[src/rtl/tone_pkg.sv]
package tone_pkg;
  localparam int TONE_RATIO  = 10;
  localparam int SYNC_STAGES = 2;

  typedef struct packed {
    logic en;
    logic cont;
    logic key;
  } chan_ctl_t;

  function automatic int cnt_w(input int n);
    return (n <= 2) ? 1 : $clog2(n);
  endfunction
endpackage

[src/rtl/osc_prescale.sv]
module osc_prescale
  import tone_pkg::*;
#(
  parameter int OSC_HALF = 1
) (
  input  logic clk,
  input  logic rst,
  output logic osc_sq,
  output logic osc_rise
);
  localparam int CW = cnt_w(OSC_HALF);
  localparam logic [CW-1:0] LAST = CW'(OSC_HALF - 1);

  logic [CW-1:0] cnt;
  logic          tick;

  assign tick     = (cnt == LAST);
  assign osc_rise = tick & ~osc_sq;

  always_ff @(posedge clk) begin
    if (rst) begin
      cnt    <= LAST;
      osc_sq <= 1'b0;
    end else begin
      cnt <= tick ? '0 : cnt + 1'b1;
      if (tick) osc_sq <= ~osc_sq;
    end
  end
endmodule

[src/rtl/tone_divider.sv]
module tone_divider
  import tone_pkg::*;
#(
  parameter int RATIO = TONE_RATIO
) (
  input  logic clk,
  input  logic rst,
  input  logic osc_rise,
  output logic tone_sq,
  output logic period_start
);
  localparam int DW = cnt_w(RATIO);
  localparam logic [DW-1:0] WRAP = DW'(RATIO - 1);
  localparam logic [DW-1:0] HIGH = DW'(RATIO / 2);

  logic [DW-1:0] ocnt;
  logic [DW-1:0] ocnt_nxt;

  assign ocnt_nxt     = (ocnt == WRAP) ? '0 : ocnt + 1'b1;
  assign period_start = osc_rise && (ocnt == WRAP);

  always_ff @(posedge clk) begin
    if (rst) begin
      ocnt    <= WRAP;
      tone_sq <= 1'b0;
    end else if (osc_rise) begin
      ocnt    <= ocnt_nxt;
      tone_sq <= (ocnt_nxt < HIGH);
    end
  end
endmodule

[src/rtl/key_sync.sv]
module key_sync
  import tone_pkg::*;
#(
  parameter int NCH    = 2,
  parameter int STAGES = SYNC_STAGES
) (
  input  logic           clk,
  input  logic           rst,
  input  logic [NCH-1:0] d_async,
  output logic [NCH-1:0] d_sync
);
  logic [NCH-1:0] stg [STAGES];

  always_ff @(posedge clk) begin
    if (rst) stg[0] <= '0;
    else     stg[0] <= d_async;
  end

  for (genvar s = 1; s < STAGES; s++) begin : g_stage
    always_ff @(posedge clk) begin
      if (rst) stg[s] <= '0;
      else     stg[s] <= stg[s-1];
    end
  end

  assign d_sync = stg[STAGES-1];
endmodule

[src/rtl/chan_gate.sv]
module chan_gate
  import tone_pkg::*;
(
  input  logic      clk,
  input  logic      rst,
  input  chan_ctl_t ctl,
  input  logic      period_start,
  input  logic      tone_sq,
  input  logic      osc_sq,
  output logic      tone_q,
  output logic      conv_q
);
  logic gate_q;

  always_ff @(posedge clk) begin
    if (rst) begin
      gate_q <= 1'b0;
      tone_q <= 1'b0;
      conv_q <= 1'b0;
    end else begin
      if (period_start) gate_q <= ctl.en & (ctl.cont | ctl.key);
      tone_q <= ctl.en & gate_q & tone_sq;
      conv_q <= ctl.en & osc_sq;
    end
  end
endmodule

[src/rtl/tone_gate_gen.sv]
module tone_gate_gen
  import tone_pkg::*;
#(
  parameter int NCH      = 2,
  parameter int OSC_HALF = 1,
  parameter int RATIO    = TONE_RATIO
) (
  input  logic           clk,
  input  logic           rst,
  input  logic [NCH-1:0] chan_en,
  input  logic [NCH-1:0] tone_on,
  input  logic [NCH-1:0] key_in,
  output logic [NCH-1:0] tone_out,
  output logic [NCH-1:0] conv_clk
);
  logic           osc_sq;
  logic           osc_rise;
  logic           tone_sq;
  logic           period_start;
  logic [NCH-1:0] key_s;

  osc_prescale #(.OSC_HALF(OSC_HALF)) u_osc (
    .clk(clk), .rst(rst), .osc_sq(osc_sq), .osc_rise(osc_rise)
  );

  tone_divider #(.RATIO(RATIO)) u_div (
    .clk(clk), .rst(rst), .osc_rise(osc_rise),
    .tone_sq(tone_sq), .period_start(period_start)
  );

  key_sync #(.NCH(NCH), .STAGES(SYNC_STAGES)) u_sync (
    .clk(clk), .rst(rst), .d_async(key_in), .d_sync(key_s)
  );

  for (genvar i = 0; i < NCH; i++) begin : g_chan
    chan_ctl_t ctl;
    assign ctl = '{en: chan_en[i], cont: tone_on[i], key: key_s[i]};

    chan_gate u_gate (
      .clk(clk), .rst(rst), .ctl(ctl),
      .period_start(period_start), .tone_sq(tone_sq), .osc_sq(osc_sq),
      .tone_q(tone_out[i]), .conv_q(conv_clk[i])
    );
  end
endmodule

[config.mk]
export PLATFORM = sky130hd
export DESIGN_NAME = tone_gate_gen
export DESIGN_NICKNAME = d
export VERILOG_FILES = /design/src/rtl/tone_pkg.sv /design/src/rtl/osc_prescale.sv /design/src/rtl/tone_divider.sv /design/src/rtl/key_sync.sv /design/src/rtl/chan_gate.sv /design/src/rtl/tone_gate_gen.sv
export SDC_FILE = /design/constraint.sdc
export NUM_CORES = 1
export LEC_CHECK = 0
export CORE_MARGIN = 5
export CORE_UTILIZATION = 43
export DETAILED_ROUTE_END_ITERATION = 8
export PLACE_DENSITY = 0.7
export SYNTH_ARGS = -nofsm -noshare
export SYNTH_HDL_FRONTEND = slang
export SYNTH_SLANG_ARGS = --single-unit
[constraint.sdc]
create_clock -name clk -period 1.4 [get_ports clk]
set_clock_uncertainty 0.15 [all_clocks]
set_input_delay 0.21 -clock clk [delete_from_list [all_inputs] [get_ports clk]]
set_output_delay 0.21 -clock clk [all_outputs]
set_load 0.05 [all_outputs]
==> results of run 1 <==
## area by class of cell
type | count | share of cell area
flip-flops and latches | 17 | 0.361
clock buffers | 3 | 0.0237
multi-input cells | 42 | 0.312
well taps | 16 | 0.0211
clock inverters | 1 | 0.00527
repair buffers | 25 | 0.273
inverters | 1 | 0.00395
## cells in the mapped netlist
| library cell | count |
|---|---|
| o21ai_1 | 2 |
| o21bai_1 | 1 |
| nor3b_2 | 1 |
| dfxtp_1 | 17 |
| a221o_2 | 1 |
| a311oi_1 | 1 |
| conb_1 | 1 |
| a21oi_1 | 3 |
| a31o_2 | 1 |
| or2_2 | 1 |
| buf_4 | 4 |
| nand2_1 | 1 |
| buf_6 | 1 |
| xor2_1 | 1 |
| or3b_4 | 2 |
| nor2b_1 | 4 |
| and4b_1 | 2 |
| o21ai_0 | 5 |
| clkbuf_1 | 1 |
| and3_2 | 1 |
| a211oi_1 | 1 |
| nor2_1 | 6 |
| or3_1 | 2 |
| inv_1 | 1 |
| nand2b_1 | 2 |
| nand3b_1 | 1 |
| and3b_1 | 2 |
## worst max-delay path by stage
| stage | startpoint | to | slack (ns) | depth (start not counted) |
|---|---|---|---|---|
| detailed placement | u_div.ocnt[0] | g_chan[0].u_gate.gate_q | -0.03 | 3 |
| floorplan | u_div.ocnt[1] | g_chan[0].u_gate.gate_q | -0.06 | 4 |
| CTS | u_osc.osc_sq | g_chan[1].u_gate.gate_q | -0.04 | 3 |
| global route | u_osc.cnt | g_chan[1].u_gate.gate_q | -0.12 | 3 |
| global placement | u_div.ocnt[0] | g_chan[0].u_gate.gate_q | -0.03 | 3 |
| finish | u_osc.osc_sq | g_chan[1].u_gate.gate_q | -0.06 | 3 |
## flip-flops by register name, summed over array words and instances (netlist names)
signal                cells
u_osc.osc_sq              1
u_div.tone_sq             1
g_chan.u_gate.gate_q      2
u_osc.cnt                 1
u_sync.stg                4
u_div.ocnt                4
g_chan.u_gate.conv_q      2
g_chan.u_gate.tone_q      2
## per-layer routing
layer  wire [um]  part of all wire  vias up
li1            -                 -      273
met1         537              0.44      247
met2         572              0.47       13
met3          88             0.073        2
met4           9            0.0075        0
met5           0                 0        -
## power by group through the flow
stage	logic [mW]	registers (mW)	clock network (mW)
2_1_floorplan	0.0890	0.537	0
3_3_place_gp	0.170	0.535	0
3_5_place_dp	0.173	0.535	0
4_1_cts	0.179	0.524	0.264
5_1_grt	0.207	0.527	0.289
6_report	0.190	0.525	0.258
## what timing repair did
item	4_1_cts	5_1_grt
setup endpoints to repair	3	5
gates resized for setup	1	7
pin swaps	0	2
gates cloned	0	0
setup buffers	1	0
## placed cells by master (no fill, tap or decap), types with 2 or more instances in the layout
| master | n |
|---|---|
| clkdlybuf4s50_1 | 7 |
| dfxtp_2 | 2 |
| nor2b_1 | 4 |
| or3b_4 | 2 |
| dfxtp_1 | 15 |
| and3b_1 | 2 |
| clkbuf_4 | 3 |
| buf_12 | 4 |
| buf_4 | 13 |
| and4b_1 | 2 |
| o21ai_0 | 5 |
| nand2b_1 | 2 |
| nor2_1 | 5 |
| a21oi_1 | 2 |
## cell families (layout without fill, tap and decap cells)
kind of cell	count (synthesis)	in the layout	synth area share
flip-flops	17	17	0.511
AO/OA/AOI/OAI	15	15	0.141
AND/OR/NAND/NOR	25	25	0.256
other	1	1	0.00563
buffers and inverters	7	30	0.0733
XOR/XNOR	1	1	0.0132
## worst max-delay path: stages (launching register included)
cell and delay (ns):
dfxtp_1 0.33, or3b_4 0.42, or3_4 0.40, a21oi_2 0.11
## stage by stage
stage	utilization	std cells	total power [mW]	worst slack, ns	setup TNS (ns)
final	0.638	105	0.973	-0.0620	-0.102
after detailed placement	0.597	100	0.708	-0.0344	-0.0648
after CTS	0.621	105	0.968	-0.0369	-0.0702
after global routing	0.638	105	1.02	-0.115	-0.223
after global placement	0.597	100	0.705	-0.0251	-0.0371
after floorplan	-	66	0.626	-0.0592	-0.118
==> reports/metrics.cfg, run 1 <==
[run_status]
outcome = finished with violations
violations = negative setup slack

[placement]
port_buffers = 11
gp_congestion = 0.764
place_area_um2 = 888
dp_hpwl_um = 842

[floorplanning]
ios = 12
chipWidth_um = 49.3
rows = 14
dieHeight_um = 49.3
initial_utilization = 0.447
coreArea_um2 = 1490
dieArea_um2 = 2430

[sta]
fmax_mhz = 684
fin_crit_sh = 1.04
setup_slack_ns = -0.0620
period_minus_slack_ns = 1.46
finalSetupViolCount = 2
maxSlewViolCount = 0
hold_viol = 0
timing.hold.ws_ns = 0.307
rsz0062_at_grt = yes

[synth]
yosys.area.top_type = dfxtp_1
avgSynthCellArea_um2 = 10.1
yosysSeqAreaShare = 0.511
synth_cells = 66
synth_top_area_frac = 0.511
synthDistinctLibCells = 27
synth.area.top_cells = dfxtp_1, buf_4, nor2b_1
yosysWarnings = 0
ys_ff_latch = 17
syn_area_um2 = 666
synth_fp_nets = 74

[grt]
busiest_layer = met2
grt-ovfl-total = 0
grt_antenna_before_repair = 0
track_usage = 0.104
grt_max_degree = 11
met1_usage = 0.126
grt_pass1_wl_mm = 1.99
grt_pass1_vias = 483
met2_usage = 0.157
grt_use_met3 = 0.0306

[cells_and_area]
layout-drive-gt1-share = 0.404
multi_input_area_um2 = 297
seq_area_um2 = 343
final_area_um2 = 950
area_growth_pct = 42.7
n_fill_cell = 111
antennaDiodeCount = 0
layout.nets = 98

[drt]
num_vias = 535
wire_per_inst_um = 11.5
vias_per_cell = 5.10
totalWireLength_mm = 1.21
drcViolationCount = 0
drt_iter0_drc = 12
drt_first_pass_iters = 4
ant_nets = 0

[power]
p_leak_nw = 0.399
pwr-share-seq = 0.540
powerDensity_nw_per_um2 = 1020
pwr-share-clk = 0.265
comb_power_share = 0.195
sw_frac_of_total = 0.252
vdd_drop_max_uv = 551
p_int_mw = 0.728
switchingPower_mw = 0.245

[critical_path]
r2r.worst_path.cells = 3
r2r_end = g_chan[1].u_gate.gate_q
r2r-start = u_osc.osc_sq
r2r_setup_slack_ns = -0.06
endpoint_kind = flip-flop
cp_max_fo = 5
arrival_ns = 1.54
required_ns = 1.48
setup.worst_path.class = flip-flop to flip-flop
critPathLaunchType = flip-flop

[hold_path]
min_path_cells = 1
min_from = u_sync.stg[0][0]
hold_end = u_sync.stg[1][0]
min_path_type = flip-flop to flip-flop

[clocking]
htree_num_levels = 1
numCtsBuffers = 3
cts.sinks = 17
clock_latency_ns = 0.29
clock-root-buffer = clkbuf_4
clk_path_buf_depth = 2
cts.reportedPaths.clkPinSlew_ns = 0.10
cts_tree = done
hold_buffers = 0

[flow_run]
max_cap_viol_count = 0

(Power assumes the default switching activity.)
==> run 2, diff against run 1 <==
--- a/config.mk
+++ b/config.mk
@@ -8,6 +8,7 @@
 export CORE_MARGIN = 5
 export CORE_UTILIZATION = 43
 export DETAILED_ROUTE_END_ITERATION = 8
+export GPL_ROUTABILITY_DRIVEN = 0
 export PLACE_DENSITY = 0.7
 export SYNTH_ARGS = -nofsm -noshare
 export SYNTH_HDL_FRONTEND = slang
==> results of run 2 <==
The final DEF is identical to that of run 1; final timing and power are the same.
==> run 3, diff against run 2 <==
--- a/config.mk
+++ b/config.mk
@@ -6,10 +6,11 @@
 export NUM_CORES = 1
 export LEC_CHECK = 0
 export CORE_MARGIN = 5
-export CORE_UTILIZATION = 43
+export CORE_UTILIZATION = 51
 export DETAILED_ROUTE_END_ITERATION = 8
+export DONT_BUFFER_PORTS = 1
 export GPL_ROUTABILITY_DRIVEN = 0
-export PLACE_DENSITY = 0.7
+export PLACE_DENSITY = 0.69
 export SYNTH_ARGS = -nofsm -noshare
 export SYNTH_HDL_FRONTEND = slang
 export SYNTH_SLANG_ARGS = --single-unit
==> reports/metrics.cfg, run 3 (same netlist as run 1, synthesis figures left out) <==
[drt]
drt_first_pass_iters = 4  ; unchanged
vias_per_cell = 5.23  ; +2.7%
ant_nets = 0  ; unchanged
wire_per_inst_um = 11.8  ; +2.5%
totalWireLength_mm = 1.12  ; -7.3%
drcViolationCount = 0  ; unchanged
num_vias = 497  ; -7.1%
drt_iter0_drc = 6  ; -6

[critical_path]
worstPathCellList = or3b_4 -> or3_1 -> a21oi_2
required_ns = 1.49  ; about the same
endpoint_kind = flip-flop
critPathSlowestCell = or3b_4
arrival_ns = 1.53  ; about the same
cp_max_fo = 4  ; -1
critPathLaunchType = flip-flop
max_stage_delay_ns = 0.40  ; -0.02 ns
setup.worst_path.class = flip-flop to flip-flop

[cells_and_area]
n_fill_cell = 98  ; -12%
antennaDiodeCount = 0  ; unchanged
layout-drive-gt1-share = 0.350  ; -0.0545
final_common_cell = dfxtp_1
seq_area_um2 = 344  ; +0.36%
final_area_um2 = 823  ; -13%
layout.nets = 89  ; -9.2%
reg.largest.list = u_div.ocnt: 4 flops, u_sync.stg: 4 flops
mostFrequentLayoutCells = dfxtp_1, buf_4, dlygate4sd3_1
multi_input_area_um2 = 292  ; -1.7%
area_growth_pct = 23.7

[grt]
track_usage = 0.114  ; +0.0103
grt-ovfl-total = 0  ; unchanged
grt_pass1_wl_mm = 1.69  ; -15%
grt_pass1_vias = 412  ; -15%
grt_max_degree = 18  ; +7
grt_antenna_before_repair = 0  ; unchanged

[floorplanning]
chipWidth_um = 46.1  ; -6.5%
dieHeight_um = 46.1  ; -6.5%
coreArea_um2 = 1270  ; -15%
initial_utilization = 0.525  ; +0.0776
dieArea_um2 = 2130  ; -13%
ios = 12  ; unchanged
rows = 13  ; -1

[placement]
place_ws_ns = -0.0261  ; +0.00829 ns
port_buffers = 0  ; -11
place_area_um2 = 707  ; -20%
dp_hpwl_um = 763  ; -9.3%

[sta]
hold_viol = 11  ; +11
rsz0062_at_grt = yes
fmax_mhz = 691  ; +0.99%
tns_ns = -0.0916  ; +0.0103 ns
maxSlewViolCount = 0  ; unchanged
period_minus_slack_ns = 1.45  ; -0.0144 ns
setup_slack_ns = -0.0477  ; +0.0144 ns
fin_crit_sh = 1.03  ; -0.0103
finalSetupViolCount = 2  ; unchanged
timing.hold.ws_ns = -0.187  ; -0.494 ns

[clocking]
htree_num_levels = 1  ; unchanged
clock-root-buffer = clkbuf_4
cts_tree = done
numCtsBuffers = 3  ; unchanged
cts.reportedPaths.clkPinSlew_ns = 0.10  ; about the same
hold_buffers = 6  ; +6
cts.sinks = 17  ; unchanged
clock_latency_ns = 0.29  ; about the same
clk_path_buf_depth = 2  ; unchanged

[run_status]
outcome = finished with violations
violations = negative hold slack, negative setup slack

[flow_run]
max_cap_viol_count = 0  ; unchanged

[power]
vdd_drop_max_uv = 726  ; +32%
p_leak_nw = 0.345  ; -13%
powerDensity_nw_per_um2 = 1150  ; +12%

[hold_path]
min_path_type = input port to flip-flop

run 3: worst paths after layout:
| check | start | to | slack, ns | cells after the start |
|---|---|---|---|---|
| setup / recovery | u_osc.cnt | g_chan[0].u_gate.gate_q | -0.05 | 3 |
| hold / removal | rst | g_chan[1].u_gate.gate_q | -0.19 | 1 |
| setup reg to reg | u_osc.cnt | g_chan[0].u_gate.gate_q | -0.05 | 3 |
| hold reg to reg | g_chan[1].u_gate.gate_q | g_chan[1].u_gate.gate_q | 0.36 | 2 |
run 3: area by class of cell:
type / count / area share
clock buffer: 3 / 0.0274
clock inverter: 1 / 0.00912
tap: 15 / 0.0228
inverter: 1 / 0.00456
timing repair buffer: 16 / 0.164
multi-input combinational: 42 / 0.354
sequential: 17 / 0.418
run 3: power breakdown:
group	switching, mW	internal, mW
clock network	0.161	0.109
registers	0.0203	0.512
logic	0.0585	0.0873
total	0.240	0.708
run 3: routing by layer:
layer,vias to the layer above,share of wire,GRT usage
met5,-,0,0
met4,0,0.017,0.0511
met3,3,0.068,0.0352
met2,17,0.45,0.165
met1,225,0.46,0.154
li1,252,-,-
run 3: repair_timing:
action                     in CTS  in global routing
buffers inserted                1                  0
resized for setup               2                  7
setup endpoints to repair       2                  4
cloned                          0                  0
pin swaps                       1                  0
hold endpoints to repair       15                 11
run 3: stage by stage:
stage          total power [mW]   util  std cells  hold WS [ns]
2_1_floorplan             0.626      -         66         0.132
3_3_place_gp              0.661  0.557         84         0.131
3_5_place_dp              0.665  0.557         84         0.133
4_1_cts                   0.943  0.636         95        -0.185
5_1_grt                   0.994  0.649         95        -0.203
6_report                  0.949  0.649         95        -0.187
run 3: worst max-delay path: cells and delay by family, from the launching register on:
family / cells / cell delay, ns
compound gates: 1 / 0.12
flops: 1 / 0.33
simple gates: 2 / 0.79
